## src/rtl/tod_pkg.sv

```systemverilog
package tod_pkg;

  localparam int unsigned BYTE_W      = 8;
  localparam int unsigned A_CTRL      = 0;
  localparam int unsigned A_SEC       = 1;
  localparam int unsigned A_MIN       = 2;
  localparam int unsigned A_HR        = 3;
  localparam int unsigned A_DOW       = 4;
  localparam int unsigned A_DATE      = 5;
  localparam int unsigned A_MON       = 6;
  localparam int unsigned A_YR        = 7;
  localparam int unsigned A_FIRST_GAP = 8;

  // live clock state, binary per field
  typedef struct packed {
    logic [7:0] ctrl;
    logic       stop;
    logic [5:0] sec;
    logic [5:0] min;
    logic [4:0] hr;
    logic [2:0] dow;
    logic       cent;
    logic [5:0] date;
    logic [3:0] mon;
    logic [6:0] yr;
  } tod_state_t;

  // decoded, range-checked host writes
  typedef struct packed {
    logic       ctrl_ld;
    logic [7:0] ctrl_val;
    logic       stop_ld;
    logic       stop_val;
    logic       sec_ld;
    logic [5:0] sec_val;
    logic       min_ld;
    logic [5:0] min_val;
    logic       hr_ld;
    logic [4:0] hr_val;
    logic       dow_ld;
    logic [2:0] dow_val;
    logic       cent_val;
    logic       date_ld;
    logic [5:0] date_val;
    logic       mon_ld;
    logic [3:0] mon_val;
    logic       yr_ld;
    logic [6:0] yr_val;
  } tod_load_t;

  localparam tod_state_t TOD_RESET = '{
    ctrl: 8'h00, stop: 1'b0, sec: 6'd0, min: 6'd0, hr: 5'd0,
    dow: 3'd1, cent: 1'b0, date: 6'd1, mon: 4'd1, yr: 7'd0};

  function automatic logic digits_ok(input logic [7:0] b);
    return (b[7:4] <= 4'd9) && (b[3:0] <= 4'd9);
  endfunction

  function automatic logic [6:0] bcd_to_bin(input logic [7:0] b);
    return 7'(b[7:4]) * 7'd10 + 7'(b[3:0]);
  endfunction

  function automatic logic [7:0] bin_to_bcd(input logic [6:0] v);
    logic [3:0] tens;
    logic [3:0] ones;
    tens = 4'(v / 7'd10);
    ones = 4'(v % 7'd10);
    return {tens, ones};
  endfunction

  function automatic logic [5:0] month_len(input logic [3:0] mon, input logic [6:0] yr);
    logic [5:0] len;
    case (mon)
      4'd2:                      len = (yr[1:0] == 2'b00) ? 6'd29 : 6'd28;
      4'd4, 4'd6, 4'd9, 4'd11:   len = 6'd30;
      default:                   len = 6'd31;
    endcase
    return len;
  endfunction

endpackage

```

## src/rtl/tod_wr_decode.sv

```systemverilog
module tod_wr_decode
  import tod_pkg::*;
#(
  parameter int unsigned ADDR_W = 4
) (
  input  logic              wr_en_i,
  input  logic [ADDR_W-1:0] addr_i,
  input  logic [7:0]        wdata_i,
  output tod_load_t         load_o
);

  logic [7:0] sec_raw, hr_raw, date_raw, mon_raw;
  logic [6:0] sec_bin, hr_bin, date_bin, mon_bin, yr_bin;

  always_comb begin
    sec_raw  = {1'b0, wdata_i[6:0]};
    hr_raw   = {2'b00, wdata_i[5:0]};
    date_raw = {2'b00, wdata_i[5:0]};
    mon_raw  = {3'b000, wdata_i[4:0]};
    sec_bin  = bcd_to_bin(sec_raw);
    hr_bin   = bcd_to_bin(hr_raw);
    date_bin = bcd_to_bin(date_raw);
    mon_bin  = bcd_to_bin(mon_raw);
    yr_bin   = bcd_to_bin(wdata_i);
  end

  always_comb begin
    load_o = '0;
    load_o.ctrl_val = (wdata_i & ~8'hA0) | 8'h90;
    load_o.stop_val = wdata_i[7];
    load_o.sec_val  = 6'(sec_bin);
    load_o.min_val  = 6'(sec_bin);
    load_o.hr_val   = 5'(hr_bin);
    load_o.dow_val  = wdata_i[2:0];
    load_o.cent_val = wdata_i[6];
    load_o.date_val = 6'(date_bin);
    load_o.mon_val  = 4'(mon_bin);
    load_o.yr_val   = yr_bin;
    if (wr_en_i) begin
      load_o.ctrl_ld = (addr_i == ADDR_W'(A_CTRL));
      load_o.stop_ld = (addr_i == ADDR_W'(A_SEC));
      load_o.sec_ld  = (addr_i == ADDR_W'(A_SEC)) && digits_ok(sec_raw) && (sec_bin <= 7'd59);
      load_o.min_ld  = (addr_i == ADDR_W'(A_MIN)) && digits_ok(sec_raw) && (sec_bin <= 7'd59);
      load_o.hr_ld   = (addr_i == ADDR_W'(A_HR)) && digits_ok(hr_raw) && (hr_bin <= 7'd23);
      load_o.dow_ld  = (addr_i == ADDR_W'(A_DOW));
      load_o.date_ld = (addr_i == ADDR_W'(A_DATE)) && digits_ok(date_raw) && (date_bin != 7'd0);
      load_o.mon_ld  = (addr_i == ADDR_W'(A_MON)) && digits_ok(mon_raw) &&
                       (mon_bin >= 7'd1) && (mon_bin <= 7'd12);
      load_o.yr_ld   = (addr_i == ADDR_W'(A_YR)) && digits_ok(wdata_i);
    end
  end

endmodule

```

## src/rtl/tod_time_core.sv

```systemverilog
module tod_time_core
  import tod_pkg::*;
(
  input  logic       clk,
  input  logic       rst_n,
  input  logic       tick_i,
  input  tod_load_t  load_i,
  output tod_state_t state_o
);

  tod_state_t st_q, st_d;
  logic       adv, en;
  logic       c_sec, c_min, c_hr, c_date, c_mon;
  logic [5:0] dim;

  // next-state: tick cascade first, host loads override per field
  always_comb begin
    st_d   = st_q;
    adv    = tick_i && !st_q.stop;
    dim    = month_len(st_q.mon, st_q.yr);
    c_sec  = adv && (st_q.sec >= 6'd59);
    c_min  = c_sec && (st_q.min >= 6'd59);
    c_hr   = c_min && (st_q.hr >= 5'd23);
    c_date = c_hr && (st_q.date >= dim);
    c_mon  = c_date && (st_q.mon >= 4'd12);

    if (adv)  st_d.sec = c_sec ? 6'd0 : 6'(st_q.sec + 6'd1);
    if (c_sec) st_d.min = c_min ? 6'd0 : 6'(st_q.min + 6'd1);
    if (c_min) st_d.hr  = c_hr  ? 5'd0 : 5'(st_q.hr + 5'd1);
    if (c_hr) begin
      st_d.date = c_date ? 6'd1 : 6'(st_q.date + 6'd1);
      st_d.dow  = (st_q.dow >= 3'd7) ? 3'd1 : 3'(st_q.dow + 3'd1);
    end
    if (c_date) st_d.mon = c_mon ? 4'd1 : 4'(st_q.mon + 4'd1);
    if (c_mon)  st_d.yr  = (st_q.yr >= 7'd99) ? 7'd0 : 7'(st_q.yr + 7'd1);

    if (load_i.ctrl_ld) st_d.ctrl = load_i.ctrl_val;
    if (load_i.stop_ld) st_d.stop = load_i.stop_val;
    if (load_i.sec_ld)  st_d.sec  = load_i.sec_val;
    if (load_i.min_ld)  st_d.min  = load_i.min_val;
    if (load_i.hr_ld)   st_d.hr   = load_i.hr_val;
    if (load_i.dow_ld) begin
      st_d.dow  = load_i.dow_val;
      st_d.cent = load_i.cent_val;
    end
    if (load_i.date_ld) st_d.date = load_i.date_val;
    if (load_i.mon_ld)  st_d.mon  = load_i.mon_val;
    if (load_i.yr_ld)   st_d.yr   = load_i.yr_val;

    en = adv || load_i.ctrl_ld || load_i.stop_ld || load_i.sec_ld || load_i.min_ld ||
         load_i.hr_ld || load_i.dow_ld || load_i.date_ld || load_i.mon_ld || load_i.yr_ld;
  end

  always_ff @(posedge clk or negedge rst_n) begin
    if (!rst_n)  st_q <= TOD_RESET;
    else if (en) st_q <= st_d;
  end

  assign state_o = st_q;

  // seconds and minutes stay in 0..59
  p_sec_min_range_r5: assert property (@(posedge clk) disable iff (!rst_n)
    (st_q.sec <= 6'd59) && (st_q.min <= 6'd59));
  // hours stay in 0..23
  p_hr_range_r6: assert property (@(posedge clk) disable iff (!rst_n)
    st_q.hr <= 5'd23);
  // month stays in 1..12
  p_mon_range_r7: assert property (@(posedge clk) disable iff (!rst_n)
    (st_q.mon >= 4'd1) && (st_q.mon <= 4'd12));
  // year stays in 0..99
  p_yr_range_r8: assert property (@(posedge clk) disable iff (!rst_n)
    st_q.yr <= 7'd99);
  // frozen clock keeps its seconds unless written
  p_stop_freeze_r4: assert property (@(posedge clk) disable iff (!rst_n)
    st_q.stop && !load_i.sec_ld |=> $stable(st_q.sec));
  // seconds wrap at 59 on a live tick
  p_sec_wrap_r2: assert property (@(posedge clk) disable iff (!rst_n)
    tick_i && !st_q.stop && (st_q.sec == 6'd59) && !load_i.sec_ld |=> st_q.sec == 6'd0);
  // a write wins over a same-cycle tick
  p_write_wins_r12: assert property (@(posedge clk) disable iff (!rst_n)
    tick_i && load_i.sec_ld |=> st_q.sec == $past(load_i.sec_val));
  // forced control bits after a control write
  p_ctrl_forced_r10: assert property (@(posedge clk) disable iff (!rst_n)
    load_i.ctrl_ld |=> st_q.ctrl[7] && st_q.ctrl[4] && !st_q.ctrl[5]);

endmodule

```

## src/rtl/tod_read_mux.sv

```systemverilog
module tod_read_mux
  import tod_pkg::*;
#(
  parameter int unsigned ADDR_W = 4
) (
  input  logic [ADDR_W-1:0] addr_i,
  input  tod_state_t        state_i,
  output logic [7:0]        rdata_o
);

  always_comb begin
    case (addr_i)
      ADDR_W'(A_CTRL): rdata_o = state_i.ctrl;
      ADDR_W'(A_SEC):  rdata_o = {state_i.stop, 7'(bin_to_bcd(7'(state_i.sec)))};
      ADDR_W'(A_MIN):  rdata_o = bin_to_bcd(7'(state_i.min));
      ADDR_W'(A_HR):   rdata_o = bin_to_bcd(7'(state_i.hr));
      ADDR_W'(A_DOW):  rdata_o = {1'b0, state_i.cent, 3'b000, state_i.dow};
      ADDR_W'(A_DATE): rdata_o = bin_to_bcd(7'(state_i.date));
      ADDR_W'(A_MON):  rdata_o = bin_to_bcd(7'(state_i.mon));
      ADDR_W'(A_YR):   rdata_o = bin_to_bcd(state_i.yr);
      default:         rdata_o = 8'h00;
    endcase
  end

endmodule

```

## src/rtl/bcd_tod_regfile.sv

```systemverilog
module bcd_tod_regfile
  import tod_pkg::*;
#(
  parameter int unsigned ADDR_W      = 4,
  parameter int unsigned SYNC_STAGES = 2
) (
  input  logic              clk,
  input  logic              rst_n,
  input  logic              tick_i,
  input  logic              wr_en_i,
  input  logic [ADDR_W-1:0] addr_i,
  input  logic [7:0]        wdata_i,
  output logic [7:0]        rdata_o
);

  logic [SYNC_STAGES-1:0] rst_sync_q;
  logic                   rst_core_n;
  tod_load_t              load;
  tod_state_t             state;

  // asynchronous assert, synchronous release
  always_ff @(posedge clk or negedge rst_n) begin
    if (!rst_n) rst_sync_q <= '0;
    else        rst_sync_q <= {rst_sync_q[SYNC_STAGES-2:0], 1'b1};
  end
  assign rst_core_n = rst_sync_q[SYNC_STAGES-1];

  tod_wr_decode #(.ADDR_W(ADDR_W)) u_dec (
    .wr_en_i (wr_en_i),
    .addr_i  (addr_i),
    .wdata_i (wdata_i),
    .load_o  (load)
  );

  tod_time_core u_core (
    .clk     (clk),
    .rst_n   (rst_core_n),
    .tick_i  (tick_i),
    .load_i  (load),
    .state_o (state)
  );

  tod_read_mux #(.ADDR_W(ADDR_W)) u_rd (
    .addr_i  (addr_i),
    .state_i (state),
    .rdata_o (rdata_o)
  );

  // unmapped addresses read zero
  p_gap_reads_zero_r11: assert property (@(posedge clk) disable iff (!rst_core_n)
    (addr_i >= ADDR_W'(A_FIRST_GAP)) |-> (rdata_o == 8'h00));

endmodule

```

## config.mk

```make
export PLATFORM = sky130hd
export DESIGN_NAME = bcd_tod_regfile
export DESIGN_NICKNAME = d
export VERILOG_FILES = /design/src/rtl/tod_pkg.sv /design/src/rtl/tod_wr_decode.sv /design/src/rtl/tod_time_core.sv /design/src/rtl/tod_read_mux.sv /design/src/rtl/bcd_tod_regfile.sv
export SDC_FILE = /design/constraint.sdc
export NUM_CORES = 1
export LEC_CHECK = 0
export BUFFER_PORTS_ARGS = -buffer_cell sky130_fd_sc_hd__buf_2
export CORE_MARGIN = 4
export CORE_UTILIZATION = 31
export CTS_BUF_LIST = sky130_fd_sc_hd__clkbuf_16
export DETAILED_ROUTE_END_ITERATION = 6
export HOLD_SLACK_MARGIN = 0.15
export SLEW_MARGIN = 20
export SYNTH_ARGS = -nofsm -noshare
export SYNTH_HDL_FRONTEND = slang
export SYNTH_SLANG_ARGS = --single-unit
```

## constraint.sdc

```tcl
create_clock -name clk -period 3.75 [get_ports clk]
set_clock_uncertainty 0.1 [all_clocks]
set_input_delay 0.75 -clock clk [delete_from_list [all_inputs] [get_ports clk]]
set_output_delay 0.75 -clock clk [all_outputs]
set_load 0.02 [all_outputs]
```

== Yosys cells after proc, flatten, opt, wreduce, memory -nomap -nowiden ==
Cells that the tools add are included.

* Input bits: 16
* Register bits: 48

* Magnitude comparators: 16
* Divide/modulo/power cells: 12
* $add $sub $neg: 11
* Multiplexer cells: 33
* $mul: 4
* Reduce and logical (&&, ||, !) cells: 53
* Equality and inequality tests: 12

{| class="wikitable"
|+ Operator list
! operator !! count
|-
| 8-bit one-hot mux with 8 select lines || 1
|-
| 6-bit 2-to-1 mux || 9
|-
| 4-bit by 3-bit == test with 1-bit output, second input constant || 6
|-
| 1-bit logical AND || 22
|-
| 6-bit by 4-bit divider with 7-bit output, second input constant || 3
|-
| 6-bit by 4-bit remainder unit with 7-bit output, second input constant || 3
|-
| 7-bit 2-to-1 mux || 3
|-
| 2-bit AND reduction || 10
|-
| 6-bit by 1-bit adder with 6-bit output, second input constant || 3
|-
| 4-bit 2-to-1 mux || 4
|-
| 5-bit 2-to-1 mux || 3
|-
| 7-bit by 4-bit adder with 7-bit output || 2
|-
| 2-bit nonzero test || 7
|-
| 4-bit by 2-bit == test with 1-bit output, second input constant || 3
|-
| 6-bit >= comparator, second input constant || 2
|-
| 6-bit one-hot mux with 2 select lines || 1
|-
| 1-bit 2-to-1 mux || 10
|-
| 1-bit logical OR || 9
|-
| 4-bit == test, second input constant || 2
|-
| 4-bit less-or-equal comparator, second input constant || 2
|-
| 6-bit by 4-bit adder with 7-bit output || 1
|-
| 7-bit by 1-bit adder with 7-bit output, second input constant || 1
|-
| 4-bit by 4-bit divider with 7-bit output, second input constant || 1
|-
| 5-bit by 4-bit divider with 7-bit output, second input constant || 1
|-
| 31 further kinds || 32
|}

== Longest topological paths before layout ==
Gate-level depths: netlist of the first run.

* Depth in word-level cells: 13
* Mapped depth: 14

== By module ==
Synthesis of the first run repeated with hierarchy kept, for this count alone.

* Cell total of the unflattened synthesis: 597
* Area, all modules: 4,978.5 µm²

{| class="wikitable"
|+ By module, submodules not included
! module !! cells each !! area an instance (µm²) !! times used
|-
| tod_time_core || 312 || 2,840.2 || 1
|-
| tod_read_mux || 177 || 1,242.4 || 1
|-
| tod_wr_decode || 105 || 842.1 || 1
|-
| bcd_tod_regfile || 3 || 53.8 || 1
|}

== Worst setup path after synthesis of the first run ==
OpenSTA, ideal clock, no wires.

* Path type: input-to-output
* From: in addr_i[0]
* To: out rdata_o[2]
* Buffers on the path: 2
* Required time: 2,900 ps
* Data arrival time: 3,492 ps
* Stages on the path: 13
* Slack: -592 ps
* Cells stage by stage: buf_2 > buf_2 > or3b_1 > o221ai_1 > o211a_1 > nor2_1 > a221oi_1 > nor2_1 > a41oi_1 > ha_1 > a211oi_2 > or2_0 > o311ai_1

* Cells in the longest elaborated chain, start to end: 2
* Elaborated cells between the ends (all ways): 9
* Those cells by class: 7 x eq/ne; 1 x mux; 1 x reduce/logical

{| class="wikitable"
|+ RTL lines
! element !! line !! text
|-
| from (decl) || bcd_tod_regfile.sv:11 || <nowiki>input logic [ADDR_W-1:0] addr_i,</nowiki>
|-
| 4-bit by 3-bit == test with 1-bit output, or another cell as far along || tod_read_mux.sv:12 || <nowiki>case (addr_i)</nowiki>
|-
| 8-bit one-hot mux with 8 select lines * || tod_read_mux.sv:12 ||
|-
| to (decl) || bcd_tod_regfile.sv:13 || <nowiki>output logic [7:0] rdata_o</nowiki>
|}

Mark *: on every way between the ends. The rest lies on a longest branch, timed or not.

== Final worst setup path of the first run ==
* From: in addr_i[2]
* To: out rdata_o[4]

The elaborated chain is that of the path after synthesis.

==> results of run 1 <==
## layer usage
metal  track usage, %  vias up  part of all wire (%)
met5                0        -                 0.043
li1                 -     2422                     -
met2             31.4      180                    49
met3             2.18       32                   5.7
met1             23.7     2476                    43
met4             6.24        2                   2.4
## area by class of cell
cell class / instances / share of cell area (%)
clock buffer: 5 / 1.92
tap: 188 / 3.61
clock inverter: 3 / 0.192
antenna: 1 / 0.0384
inverter: 22 / 1.27
multi-input combinational: 480 / 56.9
timing repair buffer: 141 / 17.9
sequential: 47 / 18.1
## cells in the final DEF (no fill, tap or decap), drive strengths merged, types with 7 or more instances in the layout
master and instances:
nand2b 7, mux2 19, o21ai 59, nor3 15, a31oi 10, o211ai 10, nand3 28, nand3b 9
and3 8, dfrtp 44, buf 140, nor2 43, mux2i 17, xnor2 7, nor2b 10, a21oi 43
ha 31, nand4 8, inv 23, a211oi 9, nand2 44
## metrics by stage
step	util, %	cells	hold slack [ns]
2_1_floorplan	-	571	0.231
3_5_place_dp	38.3	854	0.236
6_report	43.1	887	0.247
3_3_place_gp	38.3	854	0.237
5_1_grt	43.1	887	0.272
4_1_cts	42.2	884	0.251
## registers in the layout (all words and copies together), names as in the netlist
| name | flops |
|---|---|
| rst_sync_q | 2 |
| u_core.state_o | 45 |
## worst min-delay path by stage
| stage | to | slack [ns] | from | cells past startpoint |
|---|---|---|---|---|
| 2_1_floorplan | rst_sync_q[1] | 0.23 | rst_sync_q[0] | 0 |
| 3_3_place_gp | rst_sync_q[1] | 0.24 | rst_sync_q[0] | 0 |
| 3_5_place_dp | rst_sync_q[1] | 0.24 | rst_sync_q[0] | 0 |
| 4_1_cts | rst_sync_q[1] | 0.25 | rst_sync_q[0] | 0 |
| 5_1_grt | rst_sync_q[1] | 0.27 | rst_sync_q[0] | 0 |
| 6_report | u_core.state_o[42] | 0.25 | rst_sync_q[1] | 0 |
## critical path: stages
cell and delay, ns:
buf_12 0.12, nand3b_1 0.17, a211o_4 0.38, buf_4 0.15
o211ai_4 0.09, xnor2_2 0.14, a21oi_2 0.09, buf_4 0.14
buf_4 0.12, buf_4 0.12, buf_4 0.12, buf_4 0.12
buf_4 0.12, o22ai_2 0.14, o21ai_1 0.09, a221o_1 0.31
buf_6 0.13
## power breakdown
group | internal [W] | switching, W
Combinational | 0.000929 | 0.000971
Sequential | 0.000648 | 0.000241
Clock | 0.000242 | 0.000196
Total | 0.00182 | 0.00141
## what timing repair did
| item | CTS | global route |
|---|---|---|
| gates resized for setup | 58 | 20 |
| setup buffers | 22 | 2 |
| endpoints found under the setup margin | 5 | 5 |
| endpoints found under the hold margin | 2 | 0 |
| hold buffers | 1 | 0 |
| gates cloned | 3 | 0 |
| pin swaps | 27 | 12 |
## kinds of logic after synthesis
kind of cell | count (synthesis) | share of synthesized area, %
AND/OR/NAND/NOR | 200 | 22.3
flip-flops | 47 | 24.8
AO/OA/AOI/OAI | 195 | 28.9
XOR/XNOR | 11 | 2.02
buffers and inverters | 45 | 4.23
other | 1 | 0.0788
multiplexers | 36 | 8.07
adder cells (fa/ha/maj) | 36 | 9.62
==> flow_summary.toml, run 1 <==
[synth]
yosys-top-cells-count = "o21ai_0, dfrtp_1, nand2_1"
ys_ff_latch = 47
synth_top_area_share_pct = 23.1
ys_seq_area_share_pct = 24.8
synth_most_common_cell = "o21ai_0"
syn_nets = 620
synth-edff-count = 0
synth_ff_type = "dfrtp_1"
yosysWarnings = 0
yosysUniqueCellTypes = 87
synthArstFlopShare_pct = 100
synthTopCellsByArea = "dfrtp_1, ha_1, o21ai_0"
syn_inst = 571
avgSynthCellArea_sq_um = 8.33
syn_area_sq_um = 4760
yosys.area.top_type = "dfrtp_1"

[power_and_ir_drop]
p_leak_nw = 2.81
peakVddDrop_mv = 0.211
total_power_w = 0.00323
powerDensity_nw_per_um2 = 495

[detailed_routing]
num_vias = 5112
drc_errors = 0
drtPass1Iterations = 5
wire_per_inst_microns = 18.4
antenna_left = 0
wirelength_microns = 16300
via_per_inst = 5.76
drt-initial-drc-count = 349

[sta]
fmax_mhz = 242
post-route-min-period_ns = 4.14
hold_violations = 0
tightest_slew_ns = 0.622
setup_slack_ns = -0.389
rsz0062_at_grt = "yes"
fin_crit_sh_pct = 110
final.setup.tns_ns = -1.61
relSlewSlack_pct = 58.5
drv_slew = 0
finalSetupViolCount = 5

[die]
core_sq_um = 15100
die-width_microns = 132
num_rows = 45
start_util_pct = 31.4
dieArea_sq_um = 17400
io_pins = 24
die_y_microns = 132

[global_routing]
gr-total-overflow = 0
antenna_found_initial = 2
grt_pass1_vias = 5114
grt_use_total_pct = 18.2
grt_max_degree = 46
grt_pass1_wl_microns = 26300

[clocking]
insertion_delay_ns = 0.29
cts_buffers = 5
cts.sinks = 47
cts.clk_slew.worst_paths_ns = 0.07
htreeDepth = 2
root_buffer = "clkbuf_16"
cts_tree = "built"
cts.path.max_buffers = 2

[cells_and_area]
area_growth_pct = 37.1
fillers = 1417
drive_above_1_share_pct = 33.2
ff_latch_area_sq_um = 1180
multiInputGateArea_sq_um = 3710
final_nets = 746
final_cell_area_sq_um = 6520

[worst_setup_path]
reg2reg_to = "u_core.state_o[3]"
cp-endpoint = "rdata_o[4]"
crit_type = "input port to output pin"
start_kind = "input port"
cp-startpoint = "addr_i[2]"
ff2ff_path_depth = 14
r2r-start = "u_core.state_o[7]"
rrSetupSlack_ns = 0.76
arrival_ns = 3.29
critPathMaxFanout = 5
required_ns = 2.90
cp-end-kind = "output pin"

[min_path]
hold_path.class = "register to asynchronous set/reset pin"

[placed_design]
place.gp.congestion = 0.888
place_area_sq_um = 5800
preCtsSetupSlack_ns = -0.620
io_buffers = 23
dp_hpwl_microns = 12200

[outcome]
status = "complete, but fails checks"
failed_checks = "negative setup slack"

[job]
maxCapViolations = 0
Note: power is estimated with default switching activity, not from simulation.
==> run 2, diff against run 1 <==
--- a/config.mk
+++ b/config.mk
@@ -7,10 +7,11 @@
 export LEC_CHECK = 0
 export BUFFER_PORTS_ARGS = -buffer_cell sky130_fd_sc_hd__buf_2
 export CORE_MARGIN = 4
-export CORE_UTILIZATION = 31
+export CORE_UTILIZATION = 47
 export CTS_BUF_LIST = sky130_fd_sc_hd__clkbuf_16
 export DETAILED_ROUTE_END_ITERATION = 6
 export HOLD_SLACK_MARGIN = 0.15
+export PLACE_DENSITY = 0.66
 export SLEW_MARGIN = 20
 export SYNTH_ARGS = -nofsm -noshare
 export SYNTH_HDL_FRONTEND = slang
==> run 2 against run 1 <==
Net effect: the run still ends with negative setup slack left; routed wire length shrank 8.1%; total power shrank 2.8%; global-route usage grew 7.6 points; hold slack lost 0.0069 ns; cell area shrank 4.3%; sequential cell count is the same; clock power is essentially flat; largest cell class unchanged; largest power group unchanged.
==> flow_summary.toml, run 2 (synthesized netlist as in run 1, its figures left out) <==
[worst_setup_path]
cp_common_cell = "buf_6"
critPathTopFamily = "compound AO/OA/AOI/OAI gates"
critPathBufInv = 5
arrival_ns = 3.26
cpMaxStageDelayCell = "a221o_1"
crit_type = "input port to output pin"
required_ns = 2.90
cp-end-kind = "output pin"
critPathMaxFanout = 6
crit_chain = "buf_12 -> buf_6 -> nor4b_4 -> buf_4 -> o2bb2ai_4 -> a21oi_4 -> xnor2_1 -> a21oi_1 -> nor2_1 -> ha_2 -> o2111ai_2 -> a31oi_1 -> o31ai_2 -> inv_1 -> a221o_1 -> buf_6"
start_kind = "input port"
crit_path_max_incr_delay_ns = 0.36

[power_and_ir_drop]
p_seq_share_pct = 28.0
p_leak_nw = 2.73
p_clk_share_pct = 13.9
combPwrFrac_pct = 58.1
powerDensity_nw_per_um2 = 502
total_power_w = 0.00314
p_int_w = 0.00179
p_sw_w = 0.00135
peakVddDrop_mv = 0.256
switching_share_pct = 42.9

[placed_design]
io_buffers = 23
place.gp.congestion = 0.940
dp_hpwl_microns = 11700
place_area_sq_um = 5700

[cells_and_area]
largest_reg_flops = 45
multiInputGateArea_sq_um = 3610
fillers = 866
final_nets = 737
layout_commonest_cell = "buf_4"
final_cell_area_sq_um = 6240
diodes = 0
drive_above_1_share_pct = 31.5
final_cell_mix = "buf_4, o21ai_0, dfrtp_1, nand2_1, a21oi_1"
ff_latch_area_sq_um = 1180
area_growth_pct = 31.2

[min_path]
hold_path.class = "register to asynchronous set/reset pin"

[sta]
post-route-min-period_ns = 4.11
setup_slack_ns = -0.364
relSlewSlack_pct = 60.3
finalSetupViolCount = 5
final.setup.tns_ns = -1.43
drv_slew = 0
fin_crit_sh_pct = 110
hold_violations = 0
tightest_slew_ns = 0.596
fmax_mhz = 243
rsz0062_at_grt = "yes"

[clocking]
cts_tree = "built"
cts.path.max_buffers = 2
root_buffer = "clkbuf_16"
htreeDepth = 2
cts_buffers = 5
insertion_delay_ns = 0.29
cts.clk_slew.worst_paths_ns = 0.07
cts.sinks = 47

[detailed_routing]
num_vias = 4940
drt-initial-drc-count = 332
via_per_inst = 6.01
wire_per_inst_microns = 18.3
drc_errors = 0
antenna_left = 0
drtPass1Iterations = 5
wirelength_microns = 15000

[job]
maxCapViolations = 0

[die]
die_y_microns = 109
start_util_pct = 48.5
dieArea_sq_um = 11800
die-width_microns = 109
core_sq_um = 9820
io_pins = 24
num_rows = 36

[outcome]
status = "complete, but fails checks"
failed_checks = "negative setup slack"

[global_routing]
grt_pass1_wl_microns = 24000
grt_use_total_pct = 25.9
antenna_found_initial = 0
grt_pass1_vias = 4807
grt_max_degree = 46
gr-total-overflow = 0
==> run 2: cell count changes in the layout (fill, tap and decap cells not counted), moves of 2 or more <==
cell      change
buf_16        -2
buf_4         -5
buf_8         -2
clkinv_2      +2
mux2i_2       -2
nor2_1        +3
nor2_4        -2
o21ai_1       -2
==> run 2: per-stage QoR <==
step | hold slack (ns) | utilization (%) | worst slack [ns] | std cells
final | 0.240 | 63.6 | -0.364 | 822
after global placement | 0.236 | 58.1 | -0.526 | 794
after detailed placement | 0.241 | 58.1 | -0.613 | 794
after floorplan | 0.231 | - | -0.271 | 571
after CTS | 0.255 | 62.2 | -0.354 | 816
after global routing | 0.278 | 63.6 | -0.470 | 822
==> run 2: layer usage <==
layer | share of wire (%) | vias up | global-route usage, %
met4 | 3.4 | 0 | 12.3
met2 | 50 | 150 | 44.7
li1 | - | 2389 | -
met3 | 4.3 | 37 | 2.96
met1 | 42 | 2364 | 32.2
met5 | 0 | - | 0
==> run 2: final cells by class <==
class	instances	area share, %
clock buffers	5	2.00
clock inverters	3	0.240
inverters	22	1.32
multi-input cells	479	57.8
flip-flops and latches	47	19.0
well taps	133	2.66
repair buffers	133	17.0
==> run 2: power groups by stage <==
| stage | logic (W) | clock network (W) | registers (W) |
|---|---|---|---|
| 2_1_floorplan | 0.00109 | 0 | 0.000789 |
| 3_3_place_gp | 0.00157 | 0 | 0.000865 |
| 3_5_place_dp | 0.00162 | 0 | 0.000872 |
| 4_1_cts | 0.00174 | 0.000445 | 0.000868 |
| 5_1_grt | 0.00200 | 0.000470 | 0.000897 |
| 6_report | 0.00182 | 0.000436 | 0.000877 |
==> run 2: final timing paths <==
kind	startpoint	endpoint	slack, ns	cells past startpoint
min in group clk	rst_sync_q[0]	rst_sync_q[1]	0.25	0
max in group asynchronous	rst_n	rst_sync_q[1]	2.78	2
hold reg to reg	rst_sync_q[1]	u_core.state_o[27]	0.24	0
setup / recovery	addr_i[2]	rdata_o[4]	-0.36	16
setup reg to reg	u_core.state_o[7]	u_core.state_o[6]	0.40	12
hold / removal	rst_sync_q[1]	u_core.state_o[27]	0.24	0
==> run 2: what timing repair did <==
item                                    in CTS  in global routing
endpoints found under the setup margin       5                 11
hold buffers                                 1                  0
gates cloned                                 0                  1
gates resized for setup                     39                 15
endpoints found under the hold margin        2                  0
pin swaps                                   23                 16
setup buffers                               13                  5
==> run 2: worst reg2reg max path, cell delays in order (launching register included) <==
cell      delay (ns)
dfstp_2         0.58
inv_1           0.09
ha_1            0.21
o21ai_0         0.17
o21ai_0         0.11
o21ai_0         0.18
ha_1            0.14
nand2b_1        0.09
a21oi_1         0.06
o21bai_1        0.44
and2_0          0.39
a31oi_2         0.27
o32a_1          0.40
